==> src/rtl/pll_seq_pkg.sv <==
package pll_seq_pkg;

    typedef enum logic [4:0] {
        S_IDLE, S_DECIDE, S_RCHK, S_RSETUP, S_RLOAD, S_RGO, S_RPOLL,
        S_DIV2, S_BYP, S_IDDQ, S_IDDQ_WAIT, S_OFF, S_COEF, S_ON,
        S_LCKDET, S_LOCK_POLL, S_VCO, S_DIV_WAIT, S_DIV1,
        S_DIS, S_DIS_BYP, S_DIS_OFF, S_DONE
    } seq_state_e;

    typedef enum logic [1:0] {
        PH_ONLY, PH_DOWN, PH_UP, PH_DISDN
    } glide_phase_e;

    typedef enum logic [1:0] {
        ERR_NONE = 2'd0,
        ERR_RAMP = 2'd1,
        ERR_LOCK = 2'd2
    } seq_err_e;

    localparam logic [7:0] STEP_A_VAL = 8'h2B;
    localparam logic [7:0] STEP_B_VAL = 8'h0B;

    // Where a glide returns to, by phase and outcome.
    function automatic seq_state_e glide_exit(glide_phase_e ph, logic ok);
        seq_state_e nx;
        unique case (ph)
            PH_ONLY:  nx = ok ? S_DONE : S_DECIDE;
            PH_DOWN:  nx = ok ? S_DIV2 : S_DECIDE;
            PH_UP:    nx = ok ? S_DONE : S_DECIDE;
            PH_DISDN: nx = S_DIS_BYP;
            default:  nx = S_DONE;
        endcase
        return nx;
    endfunction

endpackage

==> src/rtl/pll_us_tick.sv <==
module pll_us_tick #(
    parameter int PS_W = 8
) (
    input  logic            clk,
    input  logic            rst_n,
    input  logic            clr,
    input  logic [PS_W-1:0] prescale,
    output logic            tick,
    output logic            tick2
);
    logic [PS_W-1:0] cnt;
    logic            half;

    assign tick  = !clr && (cnt == prescale);
    assign tick2 = tick && half;

    always_ff @(posedge clk) begin
        if (!rst_n || clr) begin
            cnt  <= '0;
            half <= 1'b0;
        end else if (tick) begin
            cnt  <= '0;
            half <= !half;
        end else begin
            cnt  <= cnt + 1'b1;
        end
    end
endmodule

==> src/rtl/pll_nfloor.sv <==
module pll_nfloor #(
    parameter int M_W         = 8,
    parameter int N_W         = 12,
    parameter int REF_KHZ     = 12000,
    parameter int VCO_MIN_KHZ = 1000000
) (
    input  logic [M_W-1:0] m,
    output logic [N_W-1:0] n_low
);
    localparam logic [47:0] N_MAX = (48'd1 << N_W) - 48'd1;
    logic [47:0] prod;
    logic [47:0] quo;

    always_comb begin
        prod  = 48'(m) * 48'(VCO_MIN_KHZ) + 48'(REF_KHZ - 1);
        quo   = prod / 48'(REF_KHZ);
        n_low = (quo > N_MAX) ? N_MAX[N_W-1:0] : quo[N_W-1:0];
    end
endmodule

==> src/rtl/pll_reprog_seq.sv <==
module pll_reprog_seq
    import pll_seq_pkg::*;
#(
    parameter int M_W         = 8,
    parameter int N_W         = 12,
    parameter int PL_W        = 6,
    parameter int PS_W        = 8,
    parameter int REF_KHZ     = 12000,
    parameter int VCO_MIN_KHZ = 1000000,
    parameter int POLL_BUDGET = 500
) (
    input  logic            clk,
    input  logic            rst_n,
    input  logic [PS_W-1:0] us_prescale,
    input  logic            req_prog,
    input  logic            req_dis,
    input  logic            allow_glide,
    input  logic [M_W-1:0]  new_m,
    input  logic [N_W-1:0]  new_n,
    input  logic [PL_W-1:0] new_pl,
    input  logic            pll_lock,
    input  logic            ramp_done,
    output logic            pll_en,
    output logic            pll_iddq,
    output logic            lckdet_en,
    output logic            sel_bypass,
    output logic            out_div2,
    output logic [M_W-1:0]  coef_m,
    output logic [N_W-1:0]  coef_n,
    output logic [PL_W-1:0] coef_pl,
    output logic            slowdown,
    output logic            dynramp_en,
    output logic [7:0]      step_a,
    output logic [7:0]      step_b,
    output logic            busy,
    output logic [1:0]      err_code
);
    localparam int RAMP_TRIES = POLL_BUDGET;
    localparam int LOCK_TRIES = POLL_BUDGET / 2 + 1;
    localparam int TRY_MAX    = (RAMP_TRIES > LOCK_TRIES) ? RAMP_TRIES : LOCK_TRIES;
    localparam int TRY_W      = $clog2(TRY_MAX + 1);
    localparam logic [TRY_W-1:0] RAMP_LAST = TRY_W'(RAMP_TRIES - 1);
    localparam logic [TRY_W-1:0] LOCK_LAST = TRY_W'(LOCK_TRIES - 1);

    seq_state_e     state, state_nx;
    glide_phase_e   phase;
    logic [N_W-1:0] tgt_n;
    logic [M_W-1:0] req_m;
    logic [N_W-1:0] req_n;
    logic [PL_W-1:0] req_pl;
    logic           glide_r;
    logic [TRY_W-1:0] tries;
    logic [N_W-1:0] nlo_cur, nlo_new;
    logic           tick, tick2, tmr_clr;
    logic           ramp_last, lock_last;

    pll_us_tick #(.PS_W(PS_W)) u_tick (
        .clk(clk), .rst_n(rst_n), .clr(tmr_clr), .prescale(us_prescale),
        .tick(tick), .tick2(tick2)
    );

    pll_nfloor #(.M_W(M_W), .N_W(N_W), .REF_KHZ(REF_KHZ), .VCO_MIN_KHZ(VCO_MIN_KHZ))
        u_floor_cur (.m(coef_m), .n_low(nlo_cur));

    pll_nfloor #(.M_W(M_W), .N_W(N_W), .REF_KHZ(REF_KHZ), .VCO_MIN_KHZ(VCO_MIN_KHZ))
        u_floor_new (.m(req_m), .n_low(nlo_new));

    assign tmr_clr   = !(state inside {S_RPOLL, S_IDDQ_WAIT, S_LOCK_POLL, S_DIV_WAIT});
    assign ramp_last = (tries == RAMP_LAST);
    assign lock_last = (tries == LOCK_LAST);

    // Next state
    always_comb begin
        state_nx = state;
        unique case (state)
            S_IDLE:      if (req_prog) state_nx = S_DECIDE;
                         else if (req_dis) state_nx = S_DIS;
            S_DECIDE:    state_nx = (glide_r && pll_en) ? S_RCHK : S_DIV2;
            S_RCHK:      state_nx = (tgt_n == coef_n) ? glide_exit(phase, 1'b1) : S_RSETUP;
            S_RSETUP:    state_nx = S_RLOAD;
            S_RLOAD:     state_nx = S_RGO;
            S_RGO:       state_nx = S_RPOLL;
            S_RPOLL:     if (tick && ramp_done) state_nx = glide_exit(phase, 1'b1);
                         else if (tick && ramp_last) state_nx = glide_exit(phase, 1'b0);
            S_DIV2:      state_nx = S_BYP;
            S_BYP:       state_nx = S_IDDQ;
            S_IDDQ:      state_nx = pll_iddq ? S_IDDQ_WAIT : S_OFF;
            S_IDDQ_WAIT: if (tick2) state_nx = S_OFF;
            S_OFF:       state_nx = S_COEF;
            S_COEF:      state_nx = S_ON;
            S_ON:        state_nx = S_LCKDET;
            S_LCKDET:    state_nx = S_LOCK_POLL;
            S_LOCK_POLL: if (tick2 && pll_lock) state_nx = S_VCO;
                         else if (tick2 && lock_last) state_nx = S_DONE;
            S_VCO:       state_nx = S_DIV_WAIT;
            S_DIV_WAIT:  if (tick2) state_nx = S_DIV1;
            S_DIV1:      state_nx = S_RCHK;
            S_DIS:       state_nx = (glide_r && pll_en) ? S_RCHK : S_DIS_BYP;
            S_DIS_BYP:   state_nx = S_DIS_OFF;
            S_DIS_OFF:   state_nx = S_DONE;
            S_DONE:      state_nx = S_IDLE;
            default:     state_nx = S_IDLE;
        endcase
    end

    // State register
    always_ff @(posedge clk) begin
        if (!rst_n) state <= S_IDLE;
        else        state <= state_nx;
    end

    // Outputs and datapath
    always_ff @(posedge clk) begin
        if (!rst_n) begin
            pll_en     <= 1'b0;
            pll_iddq   <= 1'b1;
            lckdet_en  <= 1'b0;
            sel_bypass <= 1'b1;
            out_div2   <= 1'b0;
            coef_m     <= M_W'(1);
            coef_n     <= '0;
            coef_pl    <= '0;
            slowdown   <= 1'b0;
            dynramp_en <= 1'b0;
            step_a     <= '0;
            step_b     <= '0;
            busy       <= 1'b0;
            err_code   <= ERR_NONE;
            phase      <= PH_ONLY;
            tgt_n      <= '0;
            req_m      <= M_W'(1);
            req_n      <= '0;
            req_pl     <= '0;
            glide_r    <= 1'b0;
            tries      <= '0;
        end else begin
            unique case (state)
                S_IDLE: if (req_prog || req_dis) begin
                    busy     <= 1'b1;
                    err_code <= ERR_NONE;
                    req_m    <= new_m;
                    req_n    <= new_n;
                    req_pl   <= new_pl;
                    glide_r  <= allow_glide;
                end
                S_DECIDE: if (glide_r && pll_en) begin
                    if (req_m == coef_m && req_pl == coef_pl) begin
                        tgt_n <= req_n;
                        phase <= PH_ONLY;
                    end else begin
                        tgt_n <= nlo_cur;
                        phase <= PH_DOWN;
                    end
                end
                S_RSETUP: begin
                    step_a   <= STEP_A_VAL;
                    step_b   <= STEP_B_VAL;
                    slowdown <= 1'b1;
                end
                S_RLOAD: coef_n <= tgt_n;
                S_RGO: begin
                    dynramp_en <= 1'b1;
                    tries      <= '0;
                end
                S_RPOLL: if (tick) begin
                    if (ramp_done) begin
                        slowdown   <= 1'b0;
                        dynramp_en <= 1'b0;
                    end else if (ramp_last) begin
                        slowdown   <= 1'b0;
                        dynramp_en <= 1'b0;
                        err_code   <= ERR_RAMP;
                        if (phase != PH_DISDN) glide_r <= 1'b0;
                    end else begin
                        tries <= tries + 1'b1;
                    end
                end
                S_DIV2:   out_div2   <= 1'b1;
                S_BYP:    sel_bypass <= 1'b1;
                S_IDDQ:   pll_iddq   <= 1'b0;
                S_OFF:    pll_en     <= 1'b0;
                S_COEF: begin
                    coef_m  <= req_m;
                    coef_pl <= req_pl;
                    coef_n  <= glide_r ? nlo_new : req_n;
                end
                S_ON:     pll_en <= 1'b1;
                S_LCKDET: begin
                    lckdet_en <= 1'b1;
                    tries     <= '0;
                end
                S_LOCK_POLL: if (tick2 && !pll_lock) begin
                    if (lock_last) err_code <= ERR_LOCK;
                    else           tries    <= tries + 1'b1;
                end
                S_VCO: sel_bypass <= 1'b0;
                S_DIV1: begin
                    out_div2 <= 1'b0;
                    tgt_n    <= req_n;
                    phase    <= PH_UP;
                end
                S_DIS: if (glide_r && pll_en) begin
                    tgt_n <= nlo_cur;
                    phase <= PH_DISDN;
                end
                S_DIS_BYP: sel_bypass <= 1'b1;
                S_DIS_OFF: pll_en     <= 1'b0;
                S_DONE:    busy       <= 1'b0;
                default: ;
            endcase
        end
    end

    // Ramp request only inside slowdown
    p_ramp_in_slow_r2: assert property (@(posedge clk) disable iff (!rst_n)
        dynramp_en |-> slowdown);

    // N moves on a live loop only while gliding
    p_n_glide_r2: assert property (@(posedge clk) disable iff (!rst_n)
        (!$stable(coef_n) && pll_en && $past(pll_en)) |-> slowdown);

    // M and PL rewritten only while off and bypassed
    p_coef_safe_r6: assert property (@(posedge clk) disable iff (!rst_n)
        (!$stable(coef_m) || !$stable(coef_pl)) |-> (!pll_en && sel_bypass));

    // Enable comes up only behind bypass
    p_en_under_byp_r6: assert property (@(posedge clk) disable iff (!rst_n)
        $rose(pll_en) |-> sel_bypass);

    // Leaving bypass happens with the output halved and the loop on
    p_vco_halved_r8: assert property (@(posedge clk) disable iff (!rst_n)
        $fell(sel_bypass) |-> (pll_en && out_div2));

endmodule

==> config.mk <==
export PLATFORM = sky130hd
export DESIGN_NAME = pll_reprog_seq
export DESIGN_NICKNAME = d
export VERILOG_FILES = /design/src/rtl/pll_seq_pkg.sv /design/src/rtl/pll_us_tick.sv /design/src/rtl/pll_nfloor.sv /design/src/rtl/pll_reprog_seq.sv
export SDC_FILE = /design/constraint.sdc
export NUM_CORES = 1
export LEC_CHECK = 0
export BUFFER_PORTS_ARGS = -buffer_cell sky130_fd_sc_hd__buf_2
export CAP_MARGIN = 15
export CELL_PAD_IN_SITES_DETAIL_PLACEMENT = 2
export CELL_PAD_IN_SITES_GLOBAL_PLACEMENT = 2
export CORE_UTILIZATION = 25
export CTS_CLUSTER_DIAMETER = 50
export DETAILED_ROUTE_END_ITERATION = 10
export GPL_TIMING_DRIVEN = 0
export PLACE_DENSITY_LB_ADDON = 0.1
export REMOVE_ABC_BUFFERS = 1
export SLEW_MARGIN = 20
export SYNTH_ARGS = -nofsm -noshare
export SYNTH_HDL_FRONTEND = slang
export SYNTH_SLANG_ARGS = --single-unit
==> constraint.sdc <==
create_clock -name clk -period 25.9 [get_ports clk]
set_input_delay 2.59 -clock clk [delete_from_list [all_inputs] [get_ports clk]]
set_output_delay 2.59 -clock clk [all_outputs]
set_load 0.1 [all_outputs]
==> qor.yml <==
root_buffer: "clkbuf_16"
clock_path_buffers: 2
drc: 0
area_growth_pct: 7.66
dp_hpwl_um: 80500
yosysUniqueCellTypes: 152
post_dp_cell_area_um2: 24500
fin_nets: 3423
synth_edf_count: 0
row_count: 111
initial_core_util_pct: 25.2
cts_made_buffers: 9
crit_slowest_cell: "mux2i_1"
wl_per_cell_um: 22.0
max_stage_delay_ns: 0.91
vias: 24800
gp_congestion: 0.821
path_buf_inv: 4
synth_top_family_by_area: "compound AO/OA/AOI/OAI gates"
muxShareOfSynthArea_pct: 3.43
synth_fa_ha_area_share_pct: 10.0
ant_nets: 0
grt_overflow: 0
synthesis.area_um2: 23100
crit_path_start_kind: "flip-flop"
relSlewSlack_pct: 25.4
dp.cells: 4400
first_pass_iters: 4
fin_crit_sh_pct: 92.6
fin_util_pct: 27.1
synthSimpleGateAreaFrac_pct: 27.0
skew_ns: 0.0152
criticalPathCategory: "reg2reg"
avgSynthCellArea_um2: 7.14
critPathTopFamily: "compound AO/OA/AOI/OAI gates"
syn_inst: 3233
worstMarginPinSlew_ns: 1.10
drt_iter0_drc: 1009
ys_seq_elements: 101
clkSinkCount: 101
cts_tree: "built"
routed_wl_um: 97000
cp-end-kind: "flip-flop"
dieArea_um2: 93500
htreeDepth: 3
synth-xor-area-share_pct: 12.1
hold_viol: 0
io_buffers: 83
synth-compound-area-share_pct: 33.1
via_per_inst: 5.62
die_x_um: 306
synth_ff_type: "dfxtp_1"
ys_seq_area_share_pct: 8.76
fmax_ghz: 0.0417
drive_gt1_share_pct: 9.72
antenna_found_initial: 5
setup_viol: 0
pin_count: 93
hold_class: "reg2reg"
worstPathRequired_ns: 26.19
fp.dieH_um: 306
grt_usage_pct: 20.4
grt_pass1_vias: 26800
cp_max_fo: 27
slew_violations: 0
ys_warn_count: 0
core_um2: 91500
grt_max_degree: 50
crit_arrival_ns: 24.28
diodes: 0
finalWorstPathRequiredPeriod_ns: 23.99
drv_cap: 0
outcome: "finished, final reports clean"
clk_pin_slew_worst_paths_ns: 0.08
async_reset_ff_share_pct: 0
tns_ns: 0
clkLatencyLatePin_ns: 0.38
instances_no_fill: 4417
grt_first_pass_wirelength_um: 155000
rrSetupSlack_ns: 1.91
rsz0062_at_grt: "no"
finalInstanceArea_um2: 24800
==> worst register-to-register path, delay by kind of cell, from the launching register on <==
kind                     cells  cell delay, ns
buffers and inverters        4            0.31
AND/OR/NAND/NOR             12            4.30
multiplexers                 8            3.66
flip-flops                   1            0.75
XOR/XNOR                     4            1.28
AO/OA/AOI/OAI               31           11.28
adder cells (fa/ha/maj)      5            2.33
==> cells by family (layout without fill, tap and decap cells) <==
family / count (synthesis) / in the layout
simple gates: 1238 / 1238
compound gates: 1081 / 1081
xor+xnor: 303 / 303
buf+inv: 268 / 258
fa+ha+maj: 167 / 167
flops: 101 / 101
mux: 74 / 74
other cells: 1 / 9
==> per-stage QoR <==
step           setup slack [ns]  hold WS, ns
3_5_place_dp               1.51        0.455
2_1_floorplan              6.92        0.441
4_1_cts                    1.39        0.468
5_1_grt                   0.191        0.513
3_3_place_gp               1.33        0.449
6_report                   1.91        0.468
==> final cells by class <==
cell class | count | area, µm²
fill | 10900 | 66700
multi-input combinational | 2872 | 19900
sequential | 101 | 2020
tap | 1186 | 1480
timing repair buffer | 96 | 568
inverter | 146 | 553
clock buffer | 9 | 225
clock inverter | 7 | 66.3
==> layer usage <==
layer	global-route usage [%]	vias up	routed length [µm]
met3	1.95	61	1850
met1	26.8	12500	47100
li1	-	12100	-
met4	2.84	10	1040
met5	0	-	57
met2	36.3	178	47000
==> layout by cell type, fill, tap and decap left out, types with 35 or more instances in the layout <==
| cell type | n |
|---|---|
| nand2_1 | 339 |
| mux2i_1 | 46 |
| dfxtp_1 | 101 |
| nand3_1 | 102 |
| o21a_1 | 38 |
| a31oi_1 | 47 |
| o21ai_1 | 35 |
| inv_1 | 139 |
| a21oi_1 | 242 |
| xor2_1 | 92 |
| ha_1 | 122 |
| nor2_1 | 274 |
| o21ai_0 | 169 |
| and2_1 | 56 |
| or3_1 | 40 |
| buf_2 | 85 |
| a211oi_1 | 54 |
| nor3_1 | 125 |
| xnor2_1 | 196 |
==> synthesized netlist by cell type, types with 38 or more instances <==
cell type	instances	share of area [%]
nand2_1	339	5.5
nor2_1	275	4.5
a21oi_1	247	5.4
xnor2_1	196	7.4
o21ai_0	171	3.7
inv_1	140	2.3
nor3_1	127	2.8
ha_1	122	6.6
nand3_1	103	2.2
dfxtp_1	101	8.8
xor2_1	93	3.5
clkbuf_1	59	0.96
a211oi_1	56	1.8
and2_1	56	1.5
a31oi_1	49	1.3
mux2i_1	47	2.0
or3_1	40	1.1
o21a_1	38	1.2
==> repair_timing <==
item	CTS	global route
resized for setup	0	1
hold endpoints to repair	0	0
hold buffers	0	0
buffers inserted	0	0
setup endpoints to repair	0	2
==> sequential cells by signal, summed over array words and instances, names as in the netlist, 2 cells and up <==
signal      flops
tries           9
phase           2
coef_pl         6
coef_m          8
req_m           8
err_code        2
state           5
req_pl          6
req_n          12
coef_n         12
u_tick.cnt      8
tgt_n          12
==> worst paths after layout <==
kind                    from  cells after the start    endpoint
setup / recovery    req_m[2]                     64   coef_n[0]
hold / removal    dynramp_en                      2  dynramp_en
setup reg to reg    req_m[2]                     64   coef_n[0]
hold reg to reg   dynramp_en                      2  dynramp_en
Power is left out: the tool's default activity adds up to more than one toggle a clock period on the data nets, which glitch-free logic cannot reach.
